## src/rtl/bcm_pkg.sv

```systemverilog
package bcm_pkg;

    typedef enum logic [1:0] {
        PH_PASS   = 2'd0,
        PH_CHARGE = 2'd1,
        PH_FAULT  = 2'd2
    } bcm_state_e;

endpackage

```

## src/rtl/bcm_timer.sv

```systemverilog
module bcm_timer #(
    parameter int unsigned MIN_CYC = 1750,
    parameter int unsigned TMO_CYC = 50000
) (
    input  logic clk,
    input  logic rst_n,
    input  logic run,
    output logic min_done,
    output logic expired
);
    localparam int unsigned CW = $clog2(TMO_CYC + 1);
    localparam logic [CW-1:0] MIN_LAST = CW'(MIN_CYC - 1);
    localparam logic [CW-1:0] TMO_LAST = CW'(TMO_CYC - 1);

    logic [CW-1:0] cnt;

    // cnt holds the index of the current charging cycle, 0 on entry
    always_ff @(posedge clk or negedge rst_n) begin
        if (!rst_n) begin
            cnt <= '0;
        end else if (!run) begin
            cnt <= '0;
        end else if (cnt != TMO_LAST) begin
            cnt <= cnt + 1'b1;
        end
    end

    assign min_done = run && (cnt >= MIN_LAST);
    assign expired  = run && (cnt == TMO_LAST);

endmodule

```

## src/rtl/bcm_phase_fsm.sv

```systemverilog
module bcm_phase_fsm
    import bcm_pkg::*;
(
    input  logic clk,
    input  logic rst_n,
    input  logic hi_req,
    input  logic lo_req,
    input  logic boot_low,
    input  logic boot_ok,
    input  logic min_done,
    input  logic expired,
    output logic hi_g,
    output logic lo_g,
    output logic run,
    output logic flt
);
    bcm_state_e state, nxt;
    logic       want_hi;

    assign want_hi = hi_req && !lo_req;

    always_ff @(posedge clk or negedge rst_n) begin
        if (!rst_n) begin
            state <= PH_PASS;
        end else begin
            state <= nxt;
        end
    end

    always_comb begin
        nxt = state;
        unique case (state)
            PH_PASS: begin
                if (want_hi && boot_low) begin
                    nxt = PH_CHARGE;              // enter_charge
                end
            end
            PH_CHARGE: begin
                if (expired) begin
                    nxt = PH_FAULT;               // time_out
                end else if (min_done && boot_ok) begin
                    nxt = PH_PASS;                // charged
                end else if (min_done && !hi_req) begin
                    nxt = PH_PASS;                // abandon
                end
            end
            PH_FAULT: begin
                nxt = PH_FAULT;
            end
            default: begin
                nxt = PH_FAULT;
            end
        endcase
    end

    always_comb begin
        hi_g = 1'b0;
        lo_g = 1'b0;
        run  = 1'b0;
        flt  = 1'b0;
        unique case (state)
            PH_PASS: begin
                hi_g = want_hi && !boot_low;
                lo_g = lo_req || (want_hi && boot_low);
            end
            PH_CHARGE: begin
                lo_g = 1'b1;
                run  = 1'b1;
            end
            PH_FAULT: begin
                flt  = 1'b1;
            end
            default: begin
                flt  = 1'b1;
            end
        endcase
    end

endmodule

```

## src/rtl/boot_charge_mgr.sv

```systemverilog
module boot_charge_mgr #(
    parameter int unsigned NPH     = 2,
    parameter int unsigned MIN_CYC = 1750,
    parameter int unsigned TMO_CYC = 50000
) (
    input  logic           clk,
    input  logic           rst_n,
    input  logic [NPH-1:0] hi_req,
    input  logic [NPH-1:0] lo_req,
    input  logic [NPH-1:0] boot_low,
    input  logic [NPH-1:0] boot_ok,
    output logic [NPH-1:0] hi_out,
    output logic [NPH-1:0] lo_out,
    output logic [NPH-1:0] charging,
    output logic [NPH-1:0] fault
);
    logic [NPH-1:0] hi_g, lo_g, min_done, expired;
    logic           kill;

    for (genvar p = 0; p < NPH; p++) begin : g_ph
        bcm_timer #(
            .MIN_CYC (MIN_CYC),
            .TMO_CYC (TMO_CYC)
        ) u_tmr (
            .clk      (clk),
            .rst_n    (rst_n),
            .run      (charging[p]),
            .min_done (min_done[p]),
            .expired  (expired[p])
        );

        bcm_phase_fsm u_fsm (
            .clk      (clk),
            .rst_n    (rst_n),
            .hi_req   (hi_req[p]),
            .lo_req   (lo_req[p]),
            .boot_low (boot_low[p]),
            .boot_ok  (boot_ok[p]),
            .min_done (min_done[p]),
            .expired  (expired[p]),
            .hi_g     (hi_g[p]),
            .lo_g     (lo_g[p]),
            .run      (charging[p]),
            .flt      (fault[p])
        );
    end

    // a latched fault in any phase disables the whole bridge
    assign kill   = |fault;
    assign hi_out = kill ? '0 : hi_g;
    assign lo_out = kill ? '0 : lo_g;

endmodule

```

## config.mk

```make
export PLATFORM = sky130hd
export DESIGN_NAME = boot_charge_mgr
export DESIGN_NICKNAME = d
export VERILOG_FILES = /design/src/rtl/bcm_pkg.sv /design/src/rtl/bcm_timer.sv /design/src/rtl/bcm_phase_fsm.sv /design/src/rtl/boot_charge_mgr.sv
export SDC_FILE = /design/constraint.sdc
export NUM_CORES = 1
export LEC_CHECK = 0
export ABC_CLOCK_PERIOD_IN_PS = 5400
export BUFFER_PORTS_ARGS = -buffer_cell sky130_fd_sc_hd__buf_2
export CORE_AREA = 2 2 67 69
export DETAILED_ROUTE_END_ITERATION = 16
export DIE_AREA = 0 0 69 71
export PLACE_DENSITY_LB_ADDON = 0.25
export SLEW_MARGIN = 10
export SYNTH_ARGS = -nofsm -noshare
export SYNTH_HDL_FRONTEND = slang
export SYNTH_SLANG_ARGS = --single-unit
```

## constraint.sdc

```tcl
create_clock -name clk -period 5.4 [get_ports clk]
set_input_delay 0.54 -clock clk [delete_from_list [all_inputs] [get_ports clk]]
set_output_delay 0.54 -clock clk [all_outputs]
set_load 0.01 [all_outputs]
```

* After elaboration in Yosys (flattened, before gate mapping)
Index checks and enable logic that the tools add are counted.
** Storage, ports and cells
- Register bits after elaboration :: 36
- Output and inout bits :: 8
- Logic and storage cells :: 73
** Cells by class
- Equal/unequal tests :: 12
- Reductions and logical operators :: 29
- Muxes and demuxes :: 24
- $lt $le $gt $ge :: 2
- $add $sub $neg :: 2
** Operator list (count)
- 16-bit two-way mux :: 4
- 16-bit by 1-bit adder with 16-bit output, second input constant :: 2
- 16-bit equality test, second input constant :: 2
- 16-bit by 11-bit >= comparator with 1-bit output, second input constant :: 2
- 16-bit inequality test, second input constant :: 2
- 2-bit two-way mux :: 10
- 1-bit logical AND :: 14
- 4-bit by 1-bit inequality test with 1-bit output, second input constant :: 2
- 2-bit case mux with 2 select lines :: 2
- 1-bit logical NOT :: 6
- 1-bit two-way mux :: 6
- 2-bit OR reduction :: 3
- 2-bit by 1-bit equality test with 1-bit output, second input constant :: 2
- 2-bit logical NOT :: 2
- 2-bit by 1-bit inequality test with 1-bit output, second input constant :: 2
- 2-bit inequality test, second input constant :: 2
- 1-bit case mux with 2 select lines :: 2
- 2-bit AND reduction :: 2
- 1-bit logical OR :: 2

* Logic depth before layout (Yosys ltp)
Gate-level depths: netlist (run 1).
- Depth after elaboration :: 8
- Depth in mapped cells :: 7

* Modules after synthesis
A second synthesis (run 1) with hierarchy kept.
** Second synthesis, totals
- Cells, all modules :: 240
- Area, all modules :: 2182.1 um^2
** By module, submodules not included
- bcm_timer :: instances 2, area an instance 954.7 um^2, sequential area each 400.4 um^2, cells each 105
- bcm_phase_fsm :: instances 2, area an instance 121.4 um^2, sequential area each 50.0 um^2, cells each 13
- boot_charge_mgr :: instances 1, area an instance 30.0 um^2, sequential area each 0.0 um^2, cells each 4

* Worst setup path after synthesis (run 1)
No wires, ideal clock.
- Kind :: register -> register
- Start :: register g_ph[0].u_tmr.cnt[0]
- End :: register g_ph[0].u_fsm.state[0]
- Cell stages (with the launch flop) :: 8
- Buffers on the path :: 0
- Period minus slack after synthesis :: 1737 ps
- Setup time :: 124 ps
- Arrival :: 1613 ps
- Slack :: 3663 ps
- Path through :: dfrtp_1 inv_1 ha_1 nand2b_1 a31oi_1 or4b_2 a32oi_1 a21oi_1
** Between the ends
- Longest elaborated chain between the ends :: 6
** RTL lines
- start: declaration :: RTL line bcm_timer.sv:15 : logic [CW-1:0] cnt;
- start signal: assignment :: RTL line bcm_timer.sv:24 : cnt <= cnt + 1'b1;
- 16-bit by 11-bit >= comparator with 1-bit output :: RTL line bcm_timer.sv:28 : assign min_done = run && (cnt >= MIN_LAST);
- 1-bit logical AND :: RTL line bcm_timer.sv:28
- 1-bit logical AND :: RTL line bcm_phase_fsm.sv:41 : end else if (min_done && boot_ok) begin
- 2-bit two-way mux :: RTL line bcm_phase_fsm.sv:41
- 2-bit two-way mux :: RTL line bcm_phase_fsm.sv:39 : if (expired) begin
- 2-bit case mux with 2 select lines :: RTL line bcm_phase_fsm.sv:32 : unique case (state)
- end signal: assignment :: RTL line bcm_phase_fsm.sv:26 : state <= nxt;
- end: declaration :: RTL line bcm_phase_fsm.sv:17 : bcm_state_e state, nxt;
Parallel ways exist; a longest one is shown, timed or not.
A chain may end at the register's enable or synchronous reset.

* Worst setup path after layout (run 1)
- Start :: register g_ph[1].u_fsm.state[1]
- End :: output port charging[1]
** Between the ends
- Longest elaborated chain between the ends :: 2
** RTL lines
- start: declaration :: RTL line bcm_phase_fsm.sv:17
- start signal: assignment :: RTL line bcm_phase_fsm.sv:26
- 2-bit by 1-bit equality test with 1-bit output :: RTL line bcm_phase_fsm.sv:61 : unique case (state)
- 1-bit two-way mux :: RTL line bcm_phase_fsm.sv:61
- end: declaration :: RTL line boot_charge_mgr.sv:14 : output logic [NPH-1:0] charging,
Every way passes these cells.

==> results of run 1 <==
-- final timing paths --
path	from	to	slack (ns)
max in group asynchronous	rst_n	g_ph[0].u_tmr.cnt[1]	4.53
min	rst_n	g_ph[1].u_fsm.state[1]	0.34
max reg2reg	g_ph[0].u_tmr.cnt[0]	g_ph[0].u_fsm.state[0]	3.51
max	g_ph[1].u_fsm.state[1]	charging[1]	3.30
min reg2reg	g_ph[0].u_fsm.state[1]	g_ph[0].u_fsm.state[0]	0.51
min in group clk	g_ph[0].u_fsm.state[1]	g_ph[0].u_fsm.state[0]	0.51
-- worst max-delay path: stages (launching register included) --
cell	delay, ns
dfrtp_1	0.40
nand2b_1	0.55
inv_1	0.15
buf_2	0.18
-- logic make-up (layout without fill, tap and decap cells) --
kind of cell | Yosys count | count (layout)
buffers and inverters | 19 | 34
AOI/OAI and AO/OA | 24 | 24
and+or+nand+nor | 105 | 105
adders and majority gates | 6 | 6
xor gates and xnor gates | 23 | 23
DFF | 36 | 36
muxes | 2 | 2
-- per-stage QoR --
stage / hold slack, ns / setup WS, ns / power [µW] / area (µm²) / util [%]
finish: 0.338 / 3.30 / 753 / 2210 / 52.6
global route: 0.412 / 3.12 / 815 / 2210 / 52.6
CTS: 0.367 / 3.26 / 762 / 2210 / 52.6
detailed placement: 0.496 / 3.52 / 562 / 2120 / 50.5
global placement: 0.503 / 3.53 / 556 / 2120 / 50.5
floorplan: 0.244 / 3.66 / 512 / 2030 / -
-- routing by layer --
metal | GRT usage (%) | up-vias
met3 | 4.27 | 7
met5 | 0 | -
met4 | 8.06 | 0
li1 | - | 778
met2 | 29.0 | 23
met1 | 21.4 | 770
-- state kept, by name, indices dropped and copies added, names as in the netlist --
signal / cells
g_ph.u_tmr.cnt: 32
g_ph.u_fsm.state: 4
-- cells in the final DEF (no fill, tap or decap), drive strengths merged, types with 2 or more instances in the layout --
master	count
ha	6
xor2	11
a31oi	5
or3	2
or2	3
nor2	30
and3	4
and2	3
nor4bb	2
o21ai	4
nand2b	6
nand4b	3
a21oi	7
nor4	7
xnor2	12
nand2	13
clkbuf	8
nor3	5
buf	17
nand4	4
a21o	2
and4	3
mux2i	2
nand3	14
nor4b	2
inv	9
dfrtp	36
nand3b	2
-- final cells by class --
type,count,area share [%]
multi-input cells,160,46.9
flip-flops and latches,36,40.7
clock buffers,8,4.07
repair buffers,17,3.85
well taps,52,2.94
inverters,9,1.53
-- where the power goes --
part	internal [µW]	total, µW	switching [µW]
Combinational	79.9	171	91.1
Clock	104	196	91.9
Sequential	317	386	69.4
Total	501	753	252
==> reports/results.ini, run 1 <==
[routing]
met1_length_um = 1780
routed_wirelength_um = 3910
vias_per_cell = 5.60
drt_iter0_drc = 104
met3_length_um = 108
vias = 1578
wl_met2_um = 1950
drtAntennaViolNets = 0
drt_first_pass_iters = 6
drc_errors = 0
highest-signal-layer = met4
post_drt_wl_per_cell_um = 13.9

[synth]
synth.largest_area_cell = dfrtp_1
synth-edff-count = 0
synthCells = 215
syn_area_um2 = 2030
synth_top_family_by_area = simple AND/OR/NAND/NOR gates
yosysWarnings = 0
synth_xor_area_share_pct = 9.94
yosys_most_used_dff = dfrtp_1
synth_most_common_cell = dfrtp_1
syn_area_per_cell_um2 = 9.42
synth_commonest_cells = dfrtp_1 (36), nor2_1 (30), nand3_1 (14)
ys_async_sr_fraction_pct = 100
ys_ff_latch = 36
synth_compound_area_share_pct = 7.78
seq_area_frac_synth_pct = 44.5
synth_mux_area_share_pct = 0.988
synth_fa_ha_area_share_pct = 3.71
syn_nets = 231
ys_types = 42
synth_top_area_share_pct = 44.5
yosys.area_share.simple_pct = 28.8
yosys-top-cells-area = dfrtp_1 (44%), nor2_1 (5.6%), xnor2_1 (5.2%)

[clocking]
cts_tree = built
hold_buffers = 0
cts_resized = 0
clkLatencyLatePin_ns = 0.28
cts.reportedPaths.clkPinSlew_ns = 0.07
numCtsBuffers = 5
clockBufferDepth = 2
cts_root_buf = clkbuf_8
cts_setup_buffers = 0
htree_levels = 2
numClockSinks = 36

[worst_setup_path]
cp-end-kind = output port
reg2regPathDepth = 7
crit_path_max_fanout = 16
cp-start-kind = flip-flop
worstPathRequired_ns = 4.86
crit_type = flip-flop to output port
cp.arrival_ns = 1.56

[layout]
synthToLayoutAreaGrowth_pct = 9.20
final_net_count = 245
seqCellArea_um2 = 901
drive_gt1_share_pct = 13.9
nFillCells = 403
layout.cells.non_filler = 282
multi_input_area_um2 = 1040
antenna-diode-count = 0

[global_routing]
grt_pass1_wl_um = 6830
grt_pass1_vias = 1509
grt_max_degree = 37
grt-ovfl-total = 0
grt_usage_pct = 17.4
antenna_found_initial = 0

[sta]
setup_viol = 0
slew_headroom_pct = 45.6
tightest_slew_ns = 0.816
rsz0062_at_grt = false
drv_slew = 0
fin_crit_sh_pct = 38.9
post-route-min-period_ns = 2.10
hold_violations = 0
fmax_mhz = 475
fin_skew_ns = 0.00316
fin_tns_setup_ns = 0

[die]
coreArea_um2 = 4200
die_h_um = 71
dieArea_um2 = 4900
fp.dieW_um = 69
rows = 24
start_util_pct = 48.2
pin_count = 18

[outcome]
status = finished clean

[placed_design]
gp_congestion = 0.775
dp_hpwl_um = 2740
io_buffers = 17
dp.cells = 274

[power_and_ir_drop]
powerDensity_nw_per_um2 = 340
ir_drop_mv = 0.231
p_leak_uw = 0.000997

[worst_hold_path]
hold_class = input pin to async pin

[job]
cap_violations = 0

Power figures use the tool's default switching activity.
==> run 2, diff against run 1 <==
--- a/config.mk
+++ b/config.mk
@@ -5,11 +5,12 @@
 export SDC_FILE = /design/constraint.sdc
 export NUM_CORES = 1
 export LEC_CHECK = 0
-export ABC_CLOCK_PERIOD_IN_PS = 5400
+export ABC_AREA = 1
+export ABC_CLOCK_PERIOD_IN_PS = 1800
 export BUFFER_PORTS_ARGS = -buffer_cell sky130_fd_sc_hd__buf_2
-export CORE_AREA = 2 2 67 69
+export CORE_AREA = 2 2 71 73
 export DETAILED_ROUTE_END_ITERATION = 16
-export DIE_AREA = 0 0 69 71
+export DIE_AREA = 0 0 73 75
 export PLACE_DENSITY_LB_ADDON = 0.25
 export SLEW_MARGIN = 10
 export SYNTH_ARGS = -nofsm -noshare
==> constraint.sdc (replaced) <==
create_clock -name clk -period 1.8 [get_ports clk]
set_input_delay 0.18 -clock clk [delete_from_list [all_inputs] [get_ports clk]]
set_output_delay 0.18 -clock clk [all_outputs]
set_load 0.01 [all_outputs]
==> reports/results.ini, run 2 <==
[layout]
post-route-util_pct = 53.2  ; +0.54 points
synthToLayoutAreaGrowth_pct = 10.2
layout_commonest_cell = nand2_1
final_net_count = 352  ; +44%
drive_gt1_share_pct = 13.9  ; +0.034 points
largestRegisters = g_ph.u_tmr.cnt x32, g_ph.u_fsm.state x4
final_cell_mix = nand2_1 (92), nor2_1 (41), inv_1 (39)
largest_reg_flops = 32  ; unchanged
antenna-diode-count = 0  ; unchanged
regMostFlops = g_ph.u_tmr.cnt
final_area_um2 = 2480  ; +12%

[clocking]
cts_setup_buffers = 0  ; unchanged
hold_buffers = 1  ; +1
numCtsBuffers = 5  ; unchanged
htree_levels = 2  ; unchanged
clockBufferDepth = 2  ; unchanged
cts.reportedPaths.clkPinSlew_ns = 0.08  ; about the same
cts_resized = 0  ; unchanged
clkLatencyLatePin_ns = 0.29  ; about the same
cts_root_buf = clkbuf_8
cts_tree = built
numClockSinks = 36  ; unchanged

[synth]
syn_area_per_cell_um2 = 7.13  ; -24%
synth_most_common_cell = nand2_1
synth-edff-count = 0  ; unchanged
ys_types = 27  ; -36%
ys_async_sr_fraction_pct = 100  ; unchanged
synth.largest_area_cell = dfrtp_1
ys_ff_latch = 36  ; unchanged
seq_area_frac_synth_pct = 40.1  ; -4.4 points
synth_commonest_cells = nand2_1 (92), nor2_1 (41), inv_1 (39)
syn_area_um2 = 2250  ; +11%
yosys-top-cells-area = dfrtp_1 (40%), nand2_1 (15%), nor2_1 (6.8%)
synth_top_area_share_pct = 40.1  ; -4.4 points
syn_nets = 331  ; +43%
synthCells = 315  ; +47%
yosysWarnings = 0  ; unchanged
yosys_most_used_dff = dfrtp_1

[worst_setup_path]
cp-end-kind = flip-flop
cp-start-kind = flip-flop
cp.arrival_ns = 1.71  ; +0.15 ns
crit_path_max_fanout = 5  ; -11
crit_type = flip-flop to flip-flop
worstPathRequired_ns = 1.99  ; -2.87 ns

[sta]
worst_slack_ns = 0.281  ; -3.02 ns
slew_headroom_pct = 63.3  ; +18 points
setup_viol = 0  ; unchanged
hold_violations = 0  ; unchanged
drv_slew = 0  ; unchanged
fin_tns_setup_ns = 0  ; unchanged
rsz0062_at_grt = false
fin_crit_sh_pct = 84.4
tightest_slew_ns = 0.551  ; -0.265 ns
post-route-min-period_ns = 1.52
fin_skew_ns = 0.00905  ; +0.00589 ns
fmax_mhz = 658

[power_and_ir_drop]
powerDensity_nw_per_um2 = 878  ; +160%
p_leak_uw = 0.00125  ; +26%
power_uw = 2180  ; +190%
ir_drop_mv = 0.567  ; +150%

[global_routing]
grt_max_degree = 27  ; -27%
grtUsageMet2_pct = 31.8  ; +2.9 points
grt_pass1_vias = 1806  ; +20%
grt-busiest-layer = met2
antenna_found_initial = 0  ; unchanged
grt_pass1_wl_um = 8090  ; +18%
grt_use_met3_pct = 2.95  ; -1.3 points
grt_use_met1_pct = 24.6  ; +3.2 points
grt_usage_pct = 19.1  ; +1.7 points
grt-ovfl-total = 0  ; unchanged

[die]
fp.dieW_um = 73  ; +5.8%
die_h_um = 75  ; +5.6%
coreArea_um2 = 4660  ; +11%
rows = 25  ; +4.2%
start_util_pct = 48.2  ; about the same
dieArea_um2 = 5480  ; +12%
pin_count = 18  ; unchanged

[routing]
drt_iter0_drc = 149  ; +43%
vias = 1958  ; +24%
post_drt_wl_per_cell_um = 12.0  ; -14%
drt_first_pass_iters = 4  ; -2
drc_errors = 0  ; unchanged
drtAntennaViolNets = 0  ; unchanged
vias_per_cell = 5.01  ; -11%
routed_wirelength_um = 4680  ; +20%

[placed_design]
post_dp_cell_area_um2 = 2380  ; +12%
gp_congestion = 0.895  ; +16%
dp_hpwl_um = 3640  ; +33%
io_buffers = 17  ; unchanged
dp_worst_setup_slack_ns = 0.315  ; -3.21 ns

[job]
cap_violations = 0  ; unchanged

[outcome]
status = finished clean

[worst_hold_path]
hold_class = input pin to flip-flop

## run 2: final timing paths
kind	from	to	slack (ns)	depth (start not counted)
min in group asynchronous	rst_n	g_ph[1].u_tmr.cnt[14]	0.41	2
max	g_ph[1].u_tmr.cnt[0]	g_ph[1].u_tmr.cnt[4]	0.28	6
max reg2reg	g_ph[1].u_tmr.cnt[0]	g_ph[1].u_tmr.cnt[4]	0.28	6
max in group asynchronous	rst_n	g_ph[0].u_tmr.cnt[10]	0.88	3
min reg2reg	g_ph[0].u_tmr.cnt[8]	g_ph[0].u_tmr.cnt[8]	0.54	1
min	boot_low[0]	g_ph[0].u_fsm.state[0]	0.18	3
## run 2: critical path, cell delays in order, from the launching register on
cell	delay, ns
dfrtp_1	0.43
ha_1	0.23
nand3_2	0.18
nor3_4	0.28
nand2_1	0.16
nand2_1	0.10
inv_1	0.04
## run 2: power by group
part	total, µW	leakage, µW	internal [µW]	switching (µW)
Clock	572	0.0000479	270	302
Combinational	554	0.000721	200	354
Sequential	1050	0.000484	911	140
Total	2180	0.00125	1380	796
## run 2: cell families after synthesis
group | Yosys count | share of synthesized area (%)
AND/OR/NAND/NOR | 187 | 37.9
buffers and inverters | 50 | 9.08
flip-flops | 36 | 40.1
AO/OA/AOI/OAI | 30 | 7.29
XOR/XNOR | 6 | 2.34
adder cells (fa/ha/maj) | 6 | 3.34
## run 2: final cells by class
class | count | area, µm²
sequential | 36 | 901
inverter | 43 | 161
clock inverter | 3 | 18.8
fill | 463 | 2180
timing repair buffer | 21 | 118
multi-input combinational | 229 | 1140
clock buffer | 5 | 68.8
tap | 54 | 67.6
## run 2: layer usage
metal | up-vias | share of wire [%] | wire, µm
li1 | 1034 | - | -
met1 | 879 | 47 | 2200
met2 | 39 | 49 | 2270
met3 | 6 | 3.3 | 156
met4 | 0 | 1.1 | 52
met5 | - | 0 | 0
## run 2: metrics by stage
| step | cells | hold WS [ns] |
|---|---|---|
| after detailed placement | 382 | 0.208 |
| after global placement | 382 | 0.201 |
| after floorplan | 315 | -0.116 |
| after CTS | 391 | 0.163 |
| after global routing | 391 | 0.186 |
| final | 391 | 0.176 |
==> run 3, diff against run 2 <==
--- a/config.mk
+++ b/config.mk
@@ -6,7 +6,7 @@
 export NUM_CORES = 1
 export LEC_CHECK = 0
 export ABC_AREA = 1
-export ABC_CLOCK_PERIOD_IN_PS = 1800
+export ABC_CLOCK_PERIOD_IN_PS = 1300
 export BUFFER_PORTS_ARGS = -buffer_cell sky130_fd_sc_hd__buf_2
 export CORE_AREA = 2 2 71 73
 export DETAILED_ROUTE_END_ITERATION = 16
==> constraint.sdc (replaced) <==
create_clock -name clk -period 1.3 [get_ports clk]
set_input_delay 0.13 -clock clk [delete_from_list [all_inputs] [get_ports clk]]
set_output_delay 0.13 -clock clk [all_outputs]
set_load 0.01 [all_outputs]
==> reports/results.ini, run 3 (synthesis gave the netlist of run 2 again) <==
[routing]
vias_per_cell = 5.24  ; +4.7%
wl_met2_um = 3390  ; +49%
drc_errors = 0  ; unchanged
highest-signal-layer = met4
drtAntennaViolNets = 0  ; unchanged
met1_length_um = 2600  ; +18%
met3_length_um = 244  ; +56%
routed_wirelength_um = 6380  ; +36%
drt_iter0_drc = 117  ; -21%
post_drt_wl_per_cell_um = 14.5  ; +21%
vias = 2312  ; +18%
drt_first_pass_iters = 4  ; unchanged

[worst_setup_path]
cp-end-kind = flip-flop
cp-start-kind = flip-flop
cp.arrival_ns = 1.61  ; -0.10 ns
crit_path_max_fanout = 3  ; -2
crit_type = flip-flop to flip-flop
worstPathRequired_ns = 1.49  ; -0.50 ns

[die]
start_util_pct = 48.2  ; unchanged
rows = 25  ; unchanged
fp.dieW_um = 73  ; unchanged
die_h_um = 75  ; unchanged
pin_count = 18  ; unchanged
dieArea_um2 = 5480  ; unchanged
coreArea_um2 = 4660  ; unchanged

[layout]
synthToLayoutAreaGrowth_pct = 44.4
final_net_count = 402  ; +14%
largest_reg_flops = 32  ; unchanged
multi_input_area_um2 = 1460  ; +28%
regMostFlops = g_ph.u_tmr.cnt
nFillCells = 358  ; -23%
layout.cells.non_filler = 441  ; +13%
antenna-diode-count = 0  ; unchanged
final_cell_mix = nand2_1 (76), buf_4 (41), nor2_1 (30)
largestRegisters = g_ph.u_tmr.cnt x32, g_ph.u_fsm.state x4
drive_gt1_share_pct = 43.2  ; +29 points
layout_commonest_cell = nand2_1
seqCellArea_um2 = 912  ; +1.3%

[sta]
post-route-min-period_ns = 1.42  ; -0.0974 ns
fin_tns_setup_ns = -1.19  ; -1.19 ns
worst_slack_ns = -0.122  ; -0.403 ns
slew_headroom_pct = 68.9  ; +5.7 points
worst_hold_slack_ns = 0.144  ; -0.0316 ns
rsz0062_at_grt = true
fmax_mhz = 703  ; +6.8%
tightest_slew_ns = 0.466  ; -0.0850 ns
setup_viol = 20  ; +20
hold_violations = 0  ; unchanged
fin_skew_ns = 0.00416  ; -0.00488 ns
fin_crit_sh_pct = 109  ; +25 points
drv_slew = 0  ; unchanged

[clocking]
numClockSinks = 36  ; unchanged
cts_root_buf = clkbuf_8
cts.reportedPaths.clkPinSlew_ns = 0.07  ; about the same
numCtsBuffers = 5  ; unchanged
clkLatencyLatePin_ns = 0.29  ; about the same
cts_tree = built
htree_levels = 2  ; unchanged
clockBufferDepth = 2  ; unchanged

[global_routing]
grt_pass1_wl_um = 9320  ; +15%
grt-ovfl-total = 0  ; unchanged
grt_max_degree = 37  ; +37%
grt_pass1_vias = 2067  ; +14%
antenna_found_initial = 0  ; unchanged
grt_usage_pct = 22.4  ; +3.2 points

[outcome]
status = finished, violations left
violations = negative setup slack

[job]
cap_violations = 0  ; unchanged

[power_and_ir_drop]
sw_frac_of_total_pct = 37.6  ; +0.98 points
power_frac_seq_pct = 37.0  ; -11 points
switching_power_uw = 1560  ; +96%
intPower_uw = 2590  ; +88%
powerDensity_nw_per_um2 = 1280  ; +45%
p_comb_share_pct = 42.4  ; +17 points
clockPowerShare_pct = 20.6  ; -5.7 points
p_leak_uw = 0.00159  ; +27%
ir_drop_mv = 1.13  ; +99%
power_uw = 4150  ; +91%

[placed_design]
gp_congestion = 0.895  ; about the same
dp_worst_setup_slack_ns = -0.107  ; -0.421 ns
io_buffers = 17  ; unchanged
dp.cells = 408  ; +6.8%
dp_hpwl_um = 3790  ; +4.3%

[worst_hold_path]
hold_class = input pin to flip-flop

run 3: cell types whose count changed in the layout (fill, tap and decap cells not counted), sizes merged:
cell	previous run	this run
clkinv	3	0
buf	20	70
clkbuf	5	8
run 3: per-stage QoR:
stage	utilization, %	instance area (µm²)
floorplan	-	2250
global placement	55.2	2570
detailed placement	55.2	2570
CTS	63.0	2940
global route	69.6	3250
finish	69.6	3250
run 3: cell type report:
class | instances | area share [%]
tap | 54 | 2.08
clock buffer | 8 | 2.78
multi-input combinational | 229 | 45.0
timing repair buffer | 71 | 17.1
sequential | 36 | 28.1
inverter | 43 | 4.97
run 3: path summary, 6_finish.rpt:
kind                            cells after the start            startpoint                endpoint  slack, ns
worst max-delay path                               13  g_ph[1].u_tmr.cnt[1]  g_ph[1].u_fsm.state[0]      -0.12
worst min-delay path                                5             hi_req[1]  g_ph[1].u_fsm.state[0]       0.14
worst max register to register                     13  g_ph[1].u_tmr.cnt[1]  g_ph[1].u_fsm.state[0]      -0.12
worst min register to register                      1  g_ph[0].u_tmr.cnt[8]    g_ph[0].u_tmr.cnt[8]       0.54
max in group asynchronous                           3                 rst_n  g_ph[1].u_fsm.state[1]       0.54
min in group asynchronous                           3                 rst_n   g_ph[1].u_tmr.cnt[14]       0.40
run 3: worst max-delay path, cell delays in order (launching register included):
cell     delay, ns
dfrtp_2       0.45
inv_2         0.10
ha_4          0.13
inv_2         0.03
nand2_2       0.05
nand2_1       0.06
nand2_1       0.06
nand2_1       0.05
nand2_1       0.08
nand2_1       0.07
nand2_1       0.09
nand2_1       0.05
nand2_1       0.05
nand2_1       0.04
run 3: power by group through the flow:
stage | Clock (µW) | Combinational [µW] | Sequential, µW
2_1_floorplan | 0 | 591 | 1430
3_3_place_gp | 0 | 970 | 1440
3_5_place_dp | 0 | 986 | 1450
4_1_cts | 869 | 1360 | 1500
5_1_grt | 915 | 1900 | 1550
6_report | 853 | 1760 | 1540
run 3: layer usage:
metal | vias up | global-route usage [%]
met5 | - | 0
li1 | 1135 | -
met2 | 63 | 37.6
met4 | 0 | 9.67
met1 | 1100 | 27.5
met3 | 14 | 5.35
run 3: what timing repair did:
item,4_1_cts,5_1_grt
setup endpoints to repair,28,38
endpoints found under the hold margin,36,0
buffers inserted,9,15
pin swaps,21,26
gates resized for setup,58,55
hold buffers,1,0
